===== src/rtl/tstreg_pkg.sv =====
package tstreg_pkg;

    localparam int WORD_W    = 16;
    localparam int IDX_W     = 5;
    localparam int BANK_W    = 2;
    localparam int NUM_BANKS = 1 << BANK_W;
    localparam int REGS      = 1 << IDX_W;

    // command word field positions
    localparam int RD_BIT    = 15;
    localparam int WR_BIT    = 14;
    localparam int BANK_LSB  = 11;
    localparam int TM_BIT    = 10;
    localparam int RIDX_LSB  = 5;
    localparam int WIDX_LSB  = 0;

    localparam logic [WORD_W-1:0] TM_ONLY = WORD_W'(1) << TM_BIT;

    typedef enum logic [2:0] {
        LK_IDLE,
        LK_Z1,
        LK_T1,
        LK_Z2,
        LK_OPEN
    } lock_e;

    typedef struct packed {
        logic              rd;
        logic              wr;
        logic [BANK_W-1:0] bank;
        logic              tm;
        logic [IDX_W-1:0]  ridx;
        logic [IDX_W-1:0]  widx;
    } cmd_t;

endpackage


===== src/rtl/tstreg_unlock.sv =====
module tstreg_unlock
    import tstreg_pkg::*;
(
    input  logic              clk,
    input  logic              rst_n,
    input  logic              ctrl_we,
    input  logic [WORD_W-1:0] ctrl_val,
    output logic              open
);

    lock_e state_d, state_q;

    always_comb begin
        state_d = state_q;
        if (ctrl_we) begin
            if (state_q == LK_OPEN) begin
                if (ctrl_val == '0)
                    state_d = LK_Z1;
                else if (!ctrl_val[TM_BIT])
                    state_d = LK_IDLE;
            end else if (ctrl_val == '0) begin
                state_d = (state_q == LK_T1) ? LK_Z2 : LK_Z1;
            end else if (ctrl_val == TM_ONLY) begin
                case (state_q)
                    LK_Z1:   state_d = LK_T1;
                    LK_Z2:   state_d = LK_OPEN;
                    default: state_d = LK_IDLE;
                endcase
            end else begin
                state_d = LK_IDLE;
            end
        end
    end

    always_ff @(posedge clk) begin
        if (!rst_n) state_q <= LK_IDLE;
        else        state_q <= state_d;
    end

    assign open = (state_q == LK_OPEN);


    open_entry_chk: assert property (@(posedge clk) disable iff (!rst_n)
        $rose(open) |-> $past(ctrl_we && ctrl_val == TM_ONLY));


    zero_locks_chk: assert property (@(posedge clk) disable iff (!rst_n)
        (ctrl_we && ctrl_val == '0) |=> !open);

endmodule


===== src/rtl/tstreg_cmd_decode.sv =====
module tstreg_cmd_decode (
    input  logic ctrl_we,
    input  logic open,
    input  logic rd_req,
    input  logic wr_req,
    input  logic tm,
    output logic fire_rd,
    output logic fire_wr
);

    logic valid;

    always_comb begin
        valid   = ctrl_we && open && tm && (rd_req ^ wr_req);
        fire_rd = valid && rd_req;
        fire_wr = valid && wr_req;
    end

endmodule


===== src/rtl/tstreg_bank_store.sv =====
module tstreg_bank_store
    import tstreg_pkg::*;
#(
    parameter logic [NUM_BANKS-1:0] BANK_PRESENT = 4'b1011
) (
    input  logic              clk,
    input  logic              rst_n,
    input  logic              we,
    input  logic [BANK_W-1:0] wbank,
    input  logic [IDX_W-1:0]  widx,
    input  logic [WORD_W-1:0] wdata,
    input  logic [BANK_W-1:0] rbank,
    input  logic [IDX_W-1:0]  ridx,
    output logic [WORD_W-1:0] rdata
);

    logic [WORD_W-1:0] bank_rd [NUM_BANKS];

    for (genvar b = 0; b < NUM_BANKS; b++) begin : g_bank
        if (BANK_PRESENT[b]) begin : g_live
            logic [WORD_W-1:0] cell_d [REGS];
            logic [WORD_W-1:0] cell_q [REGS];

            always_comb begin
                cell_d = cell_q;
                if (we && wbank == BANK_W'(b))
                    cell_d[widx] = wdata;
            end

            always_ff @(posedge clk) begin
                if (!rst_n) begin
                    for (int i = 0; i < REGS; i++) cell_q[i] <= '0;
                end else begin
                    cell_q <= cell_d;
                end
            end

            assign bank_rd[b] = cell_q[ridx];
        end else begin : g_hole
            assign bank_rd[b] = '0;
        end
    end

    assign rdata = bank_rd[rbank];


    hole_reads_zero_chk: assert property (@(posedge clk) disable iff (!rst_n)
        !BANK_PRESENT[rbank] |-> rdata == '0);

endmodule


===== src/rtl/tstreg_bank_access.sv =====
module tstreg_bank_access
    import tstreg_pkg::*;
#(
    parameter logic [IDX_W-1:0]     CTRL_ADDR    = 5'd20,
    parameter logic [IDX_W-1:0]     RDAT_ADDR    = 5'd21,
    parameter logic [IDX_W-1:0]     WDAT_ADDR    = 5'd23,
    parameter logic [NUM_BANKS-1:0] BANK_PRESENT = 4'b1011
) (
    input  logic        clk,
    input  logic        rst_n,
    input  logic        reg_we,
    input  logic [4:0]  reg_addr,
    input  logic [15:0] reg_wdata,
    output logic [15:0] reg_rdata
);

    typedef struct packed {
        logic [WORD_W-1:0] ctrl;
        logic [WORD_W-1:0] rdval;
        logic [WORD_W-1:0] wdat;
    } regs_t;

    regs_t regs_d, regs_q;
    cmd_t  cmd;
    logic  ctrl_we, open, fire_rd, fire_wr;
    logic [WORD_W-1:0] arr_rd;

    assign ctrl_we = reg_we && (reg_addr == CTRL_ADDR);

    assign cmd = '{
        rd:   reg_wdata[RD_BIT],
        wr:   reg_wdata[WR_BIT],
        bank: reg_wdata[BANK_LSB +: BANK_W],
        tm:   reg_wdata[TM_BIT],
        ridx: reg_wdata[RIDX_LSB +: IDX_W],
        widx: reg_wdata[WIDX_LSB +: IDX_W]
    };

    tstreg_unlock i_unlock (
        .clk      (clk),
        .rst_n    (rst_n),
        .ctrl_we  (ctrl_we),
        .ctrl_val (reg_wdata),
        .open     (open)
    );

    tstreg_cmd_decode i_decode (
        .ctrl_we (ctrl_we),
        .open    (open),
        .rd_req  (cmd.rd),
        .wr_req  (cmd.wr),
        .tm      (cmd.tm),
        .fire_rd (fire_rd),
        .fire_wr (fire_wr)
    );

    tstreg_bank_store #(
        .BANK_PRESENT (BANK_PRESENT)
    ) i_store (
        .clk   (clk),
        .rst_n (rst_n),
        .we    (fire_wr),
        .wbank (cmd.bank),
        .widx  (cmd.widx),
        .wdata (regs_q.wdat),
        .rbank (cmd.bank),
        .ridx  (cmd.ridx),
        .rdata (arr_rd)
    );

    always_comb begin
        regs_d = regs_q;
        if (ctrl_we)
            regs_d.ctrl = reg_wdata;
        if (reg_we && reg_addr == WDAT_ADDR)
            regs_d.wdat = reg_wdata;
        if (fire_rd)
            regs_d.rdval = arr_rd;
    end

    always_ff @(posedge clk) begin
        if (!rst_n) regs_q <= '0;
        else        regs_q <= regs_d;
    end

    always_comb begin
        if (reg_addr == CTRL_ADDR)
            reg_rdata = regs_q.ctrl;
        else if (reg_addr == RDAT_ADDR)
            reg_rdata = open ? regs_q.rdval : '0;
        else if (reg_addr == WDAT_ADDR)
            reg_rdata = regs_q.wdat;
        else
            reg_rdata = '0;
    end


    read_load_chk: assert property (@(posedge clk) disable iff (!rst_n)
        fire_rd |=> regs_q.rdval == $past(arr_rd));


    both_bits_ignored_chk: assert property (@(posedge clk) disable iff (!rst_n)
        (ctrl_we && reg_wdata[RD_BIT] && reg_wdata[WR_BIT]) |=> $stable(regs_q.rdval));


    locked_read_zero_chk: assert property (@(posedge clk) disable iff (!rst_n)
        (!open && reg_addr == RDAT_ADDR) |-> reg_rdata == '0);


    no_tm_locks_chk: assert property (@(posedge clk) disable iff (!rst_n)
        (ctrl_we && !reg_wdata[TM_BIT]) |=> !open);

endmodule


===== config.mk =====
export PLATFORM = sky130hd
export DESIGN_NAME = tstreg_bank_access
export DESIGN_NICKNAME = d
export VERILOG_FILES = /design/src/rtl/tstreg_pkg.sv /design/src/rtl/tstreg_unlock.sv /design/src/rtl/tstreg_cmd_decode.sv /design/src/rtl/tstreg_bank_store.sv /design/src/rtl/tstreg_bank_access.sv
export SDC_FILE = /design/constraint.sdc
export NUM_CORES = 2
export LEC_CHECK = 0
export BUFFER_PORTS_ARGS = -buffer_cell sky130_fd_sc_hd__buf_2
export CAP_MARGIN = 15
export CORE_ASPECT_RATIO = 0.7
export CORE_MARGIN = 2
export CORE_UTILIZATION = 45
export CTS_CLUSTER_DIAMETER = 30
export CTS_CLUSTER_SIZE = 25
export DETAILED_ROUTE_END_ITERATION = 8
export GPL_TIMING_DRIVEN = 0
export HOLD_SLACK_MARGIN = 0.03
export PLACE_DENSITY_LB_ADDON = 0.2
export SETUP_SLACK_MARGIN = 0.3
export SLEW_MARGIN = 20
export SYNTH_ARGS = -nofsm -noshare
export SYNTH_HDL_FRONTEND = slang
export SYNTH_HIERARCHICAL = 1
export SYNTH_SLANG_ARGS = --single-unit

===== constraint.sdc =====
create_clock -name clk -period 3.9 [get_ports clk]
set_clock_uncertainty 0.15 [all_clocks]
set_input_delay 0.78 -clock clk [delete_from_list [all_inputs] [get_ports clk]]
set_output_delay 0.78 -clock clk [all_outputs]
set_load 0.1 [all_outputs]

==> flow_metrics.env <==
export IMPL_status="finished, violations left"
export IMPL_violations="setup timing"
export IMPL_synthArstFlopShare_pct=0
export IMPL_met1_usage_pct=61.27
export IMPL_fin_util_pct=56.12
export IMPL_routed_wl_microns=355800
export IMPL_antenna_found_initial=40
export IMPL_rsz0062_at_grt="yes"
export IMPL_switchingPower_mw=10.75
export IMPL_sequentialPowerShare_pct=35.1
export IMPL_dp_hpwl_microns=263700
export IMPL_synth_most_common_cell="nand2_1"
export IMPL_cp_end_kind="flop"
export IMPL_syn_nets=8222
export IMPL_port_buffers=37
export IMPL_hold_depth=3
export IMPL_synthFlopType="dfxtp_1"
export IMPL_fp_dieW_microns=482.3
export IMPL_cts_sinks=1587
export IMPL_drtPass1Iterations=8
export IMPL_fmax_ghz=0.2554
export IMPL_synthTopCellsByArea="dfxtp_1, nand2_1, a21boi_0, mux4_2, clkbuf_1"
export IMPL_worstPathRequired_ps=4580
export IMPL_min_from="rst_n"
export IMPL_root_buffer="clkbuf_16"
export IMPL_cp_cell_sequence="buf_2, clkbuf_2, clkbuf_2, clkbuf_2, nand3_1, o22ai_1, a221oi_2, nand3_1, mux2i_1, nor2b_1"
export IMPL_final_seq_area_sq_mm=0.03177
export IMPL_synth_cells=8198
export IMPL_grtUsageTotal_pct=42.29
export IMPL_clkPwrFrac_pct=60.2
export IMPL_min_to="i_unlock/state_q[1]$_SDFFE_PN0P_"
export IMPL_cts_reportedPaths_clkPinSlew_ps=40
export IMPL_drive_above_1_share_pct=17.13
export IMPL_crit_start="reg_wdata[9]"
export IMPL_cts_tree="yes"
export IMPL_ios=40
export IMPL_power_density_mw_per_mm2=520.2
export IMPL_gp_congestion=1.072
export IMPL_syn_avg_cell_area_sq_um=8.792
export IMPL_max_stage_delay_ps=660
export IMPL_arrival_ps=4600
export IMPL_relSlewSlack_pct=5.886
export IMPL_rows=122
export IMPL_grt_first_pass_wirelength_microns=484200
export IMPL_path_class="input pin to flop"
export IMPL_multi_input_area_sq_mm=0.03839
export IMPL_timing_hold_ws_ps=95.00
export IMPL_crit_slowest_cell="o22ai_1"
export IMPL_clockBufferDepth=4
export IMPL_crit_family="buffers and inverters"
export IMPL_maxCapViolations=0
export IMPL_pwr_share_comb_pct=4.7
export IMPL_drt_iter0_markers=10669
export IMPL_min_period_over_period_pct=100.4
export IMPL_reg2reg_slack_ps=310
export IMPL_layoutNonFillerInstCount=10960
export IMPL_grt_busiest_layer="met1"
export IMPL_drcViolationCount=0
export IMPL_ys_warnings_count=6
export IMPL_worstSkewPairLatency_ps=950
export IMPL_vdd_ir_drop_worst_mv=0.5243
export IMPL_finalNetCount=8625
export IMPL_p_leak_nw=29.11
export IMPL_finalWorstSetupSlack_ps=-15.97
export IMPL_numCtsBuffers=315
export IMPL_reg2reg_to="i_store/g_bank[3].g_live.cell_q[25]$_SDFFE_PN0P_"
export IMPL_hold_class="input pin to flop"
export IMPL_grt_max_degree=17
export IMPL_crit_top_cell="clkbuf_2"
export IMPL_synth_edf_count=0
export IMPL_hold_violations=0
export IMPL_grt_use_met3_pct=15.85
export IMPL_viasPerCell=6.207
export IMPL_die_area_sq_mm=0.1634
export IMPL_drtAntennaViolNets=0
export IMPL_p_int_mw=35.54
export IMPL_critPathMaxFanout=10
export IMPL_power_mw=46.30
export IMPL_core_area_sq_mm=0.1586
export IMPL_num_vias=68034
export IMPL_synthTopCellsByCount="nand2_1, dfxtp_1, a21boi_0"
export IMPL_yosysTopAreaCell="dfxtp_1"
export IMPL_worstRegToRegCells=5
export IMPL_netlist_area_sq_mm=0.07207
export IMPL_htreeDepth=5
export IMPL_startpoint_type="input pin"
export IMPL_ys_seq_area_share_pct=44.08
export IMPL_overflow=0
export IMPL_use_met2_pct=54.86
export IMPL_area_growth_synth_to_final_pct=23.49
export IMPL_p_sw_share_pct=23.23
export IMPL_tightestPinTransition_ps=1407
export IMPL_period_needed_ps=3916
export IMPL_synth_seq_cells=1587
export IMPL_setup_viol=1
export IMPL_slew_violations=0
export IMPL_nFillCells=13894
export IMPL_grt_pass1_vias=61044
export IMPL_ys_types=58
export IMPL_synth_top_cell_area_share_pct=44.08
export IMPL_wire_per_inst_microns=32.46
export IMPL_die_y_microns=338.8
export IMPL_start_util_pct=45.44
export IMPL_reg2reg_from="regs_q[9]$_SDFFE_PN0P_"
export IMPL_placed_cells_incl_taps=10356
export IMPL_crit_buf_inv=4
==> cells in the final DEF, fill, tap and decap left out, types with 24 or more instances in the layout <==
cell / n
mux4_2: 396
clkbuf_16: 320
clkinvlp_4: 28
bufinv_16: 43
nor2_2: 31
buf_12: 40
nor2_1: 50
a21boi_1: 185
dfxtp_1: 1587
nand3_1: 101
o22ai_1: 42
o21ai_0: 58
a21boi_0: 1320
nor2_4: 66
clkinv_2: 40
nand2_1: 3161
buf_4: 46
clkbuf_2: 124
clkbuf_4: 35
nor2b_1: 55
buf_8: 24
buf_2: 42
clkbuf_8: 68
mux2i_1: 119
clkbuf_1: 468
buf_6: 24
==> cell type report <==
class / count / share of cell area, %
plain buffers: 739 / 4.843
diodes: 21 / 0.05904
flip-flops and latches: 1587 / 35.70
clock inverters: 151 / 2.345
repair buffers: 87 / 1.120
clock buffers: 396 / 9.811
inverters: 4 / 0.03233
multi-input cells: 5867 / 43.13
well taps: 2108 / 2.963
==> worst register-to-register path, delay by kind of cell (launching register included) <==
kind,cells,cell delay (ps)
buffers and inverters,3,2480
and+or+nand+nor,1,280
DFF,1,370
AOI/OAI and AO/OA,1,230
==> cells by family after synthesis <==
kind of cell	count (synthesis)	share of synthesized area (%)
AOI/OAI and AO/OA	1736	17.77
and+or+nand+nor	3588	19.52
muxes	543	14.45
buffers and inverters	744	4.180
DFF	1587	44.08
==> power by group through the flow <==
stage | combinational (mW) | clock, mW | sequential [mW]
after floorplan | 0.955 | 0 | 16.6
after global placement | 1.91 | 0 | 16.6
after detailed placement | 1.94 | 0 | 16.6
after CTS | 2.04 | 27.9 | 16.3
after global routing | 2.16 | 28.7 | 16.2
final | 2.20 | 27.9 | 16.2
==> stage by stage <==
stage,setup WS (ps),setup TNS (ps),cell area (sq um)
CTS,234.8,0,88140
global placement,-2912,-1148890,75640
global route,181.7,0,88970
detailed placement,-2800,-1165120,75980
floorplan,196.4,0,72820
finish,-15.97,-15.97,89000
==> registers in the layout, indices dropped and copies added (netlist names) <==
register and cells:
i_unlock/state_q 3, i_store/g_bank.g_live.cell_q 1536, regs_q 48
==> per-layer routing <==
metal	wire length [microns]	up-vias
met2	137400	5039
met1	146400	33598
met4	16800	8
met5	256	-
li1	-	28634
met3	54920	755
==> how the worst max path moves through the flow <==
stage                                                        endpoint  slack [ps]  depth (start not counted)
global placement                              regs_q[16]$_SDFFE_PN0P_       -2910                         11
detailed placement                            regs_q[27]$_SDFFE_PN0P_       -2800                         14
global route                                  regs_q[19]$_SDFFE_PN0P_         180                         10
CTS                                           regs_q[28]$_SDFFE_PN0P_         230                         12
finish                                        regs_q[28]$_SDFFE_PN0P_         -20                         10
floorplan           i_store/g_bank[1].g_live.cell_q[389]$_SDFFE_PN0P_         200                         15
==> repair_timing <==
action	CTS	global route
hold buffers	3	0
resized for setup	352	230
setup endpoints to repair	1028	874
hold endpoints to repair	4	0
buffers inserted	5	29
pin swaps	12	15
No activity file was read; power rests on OpenSTA's default activity.
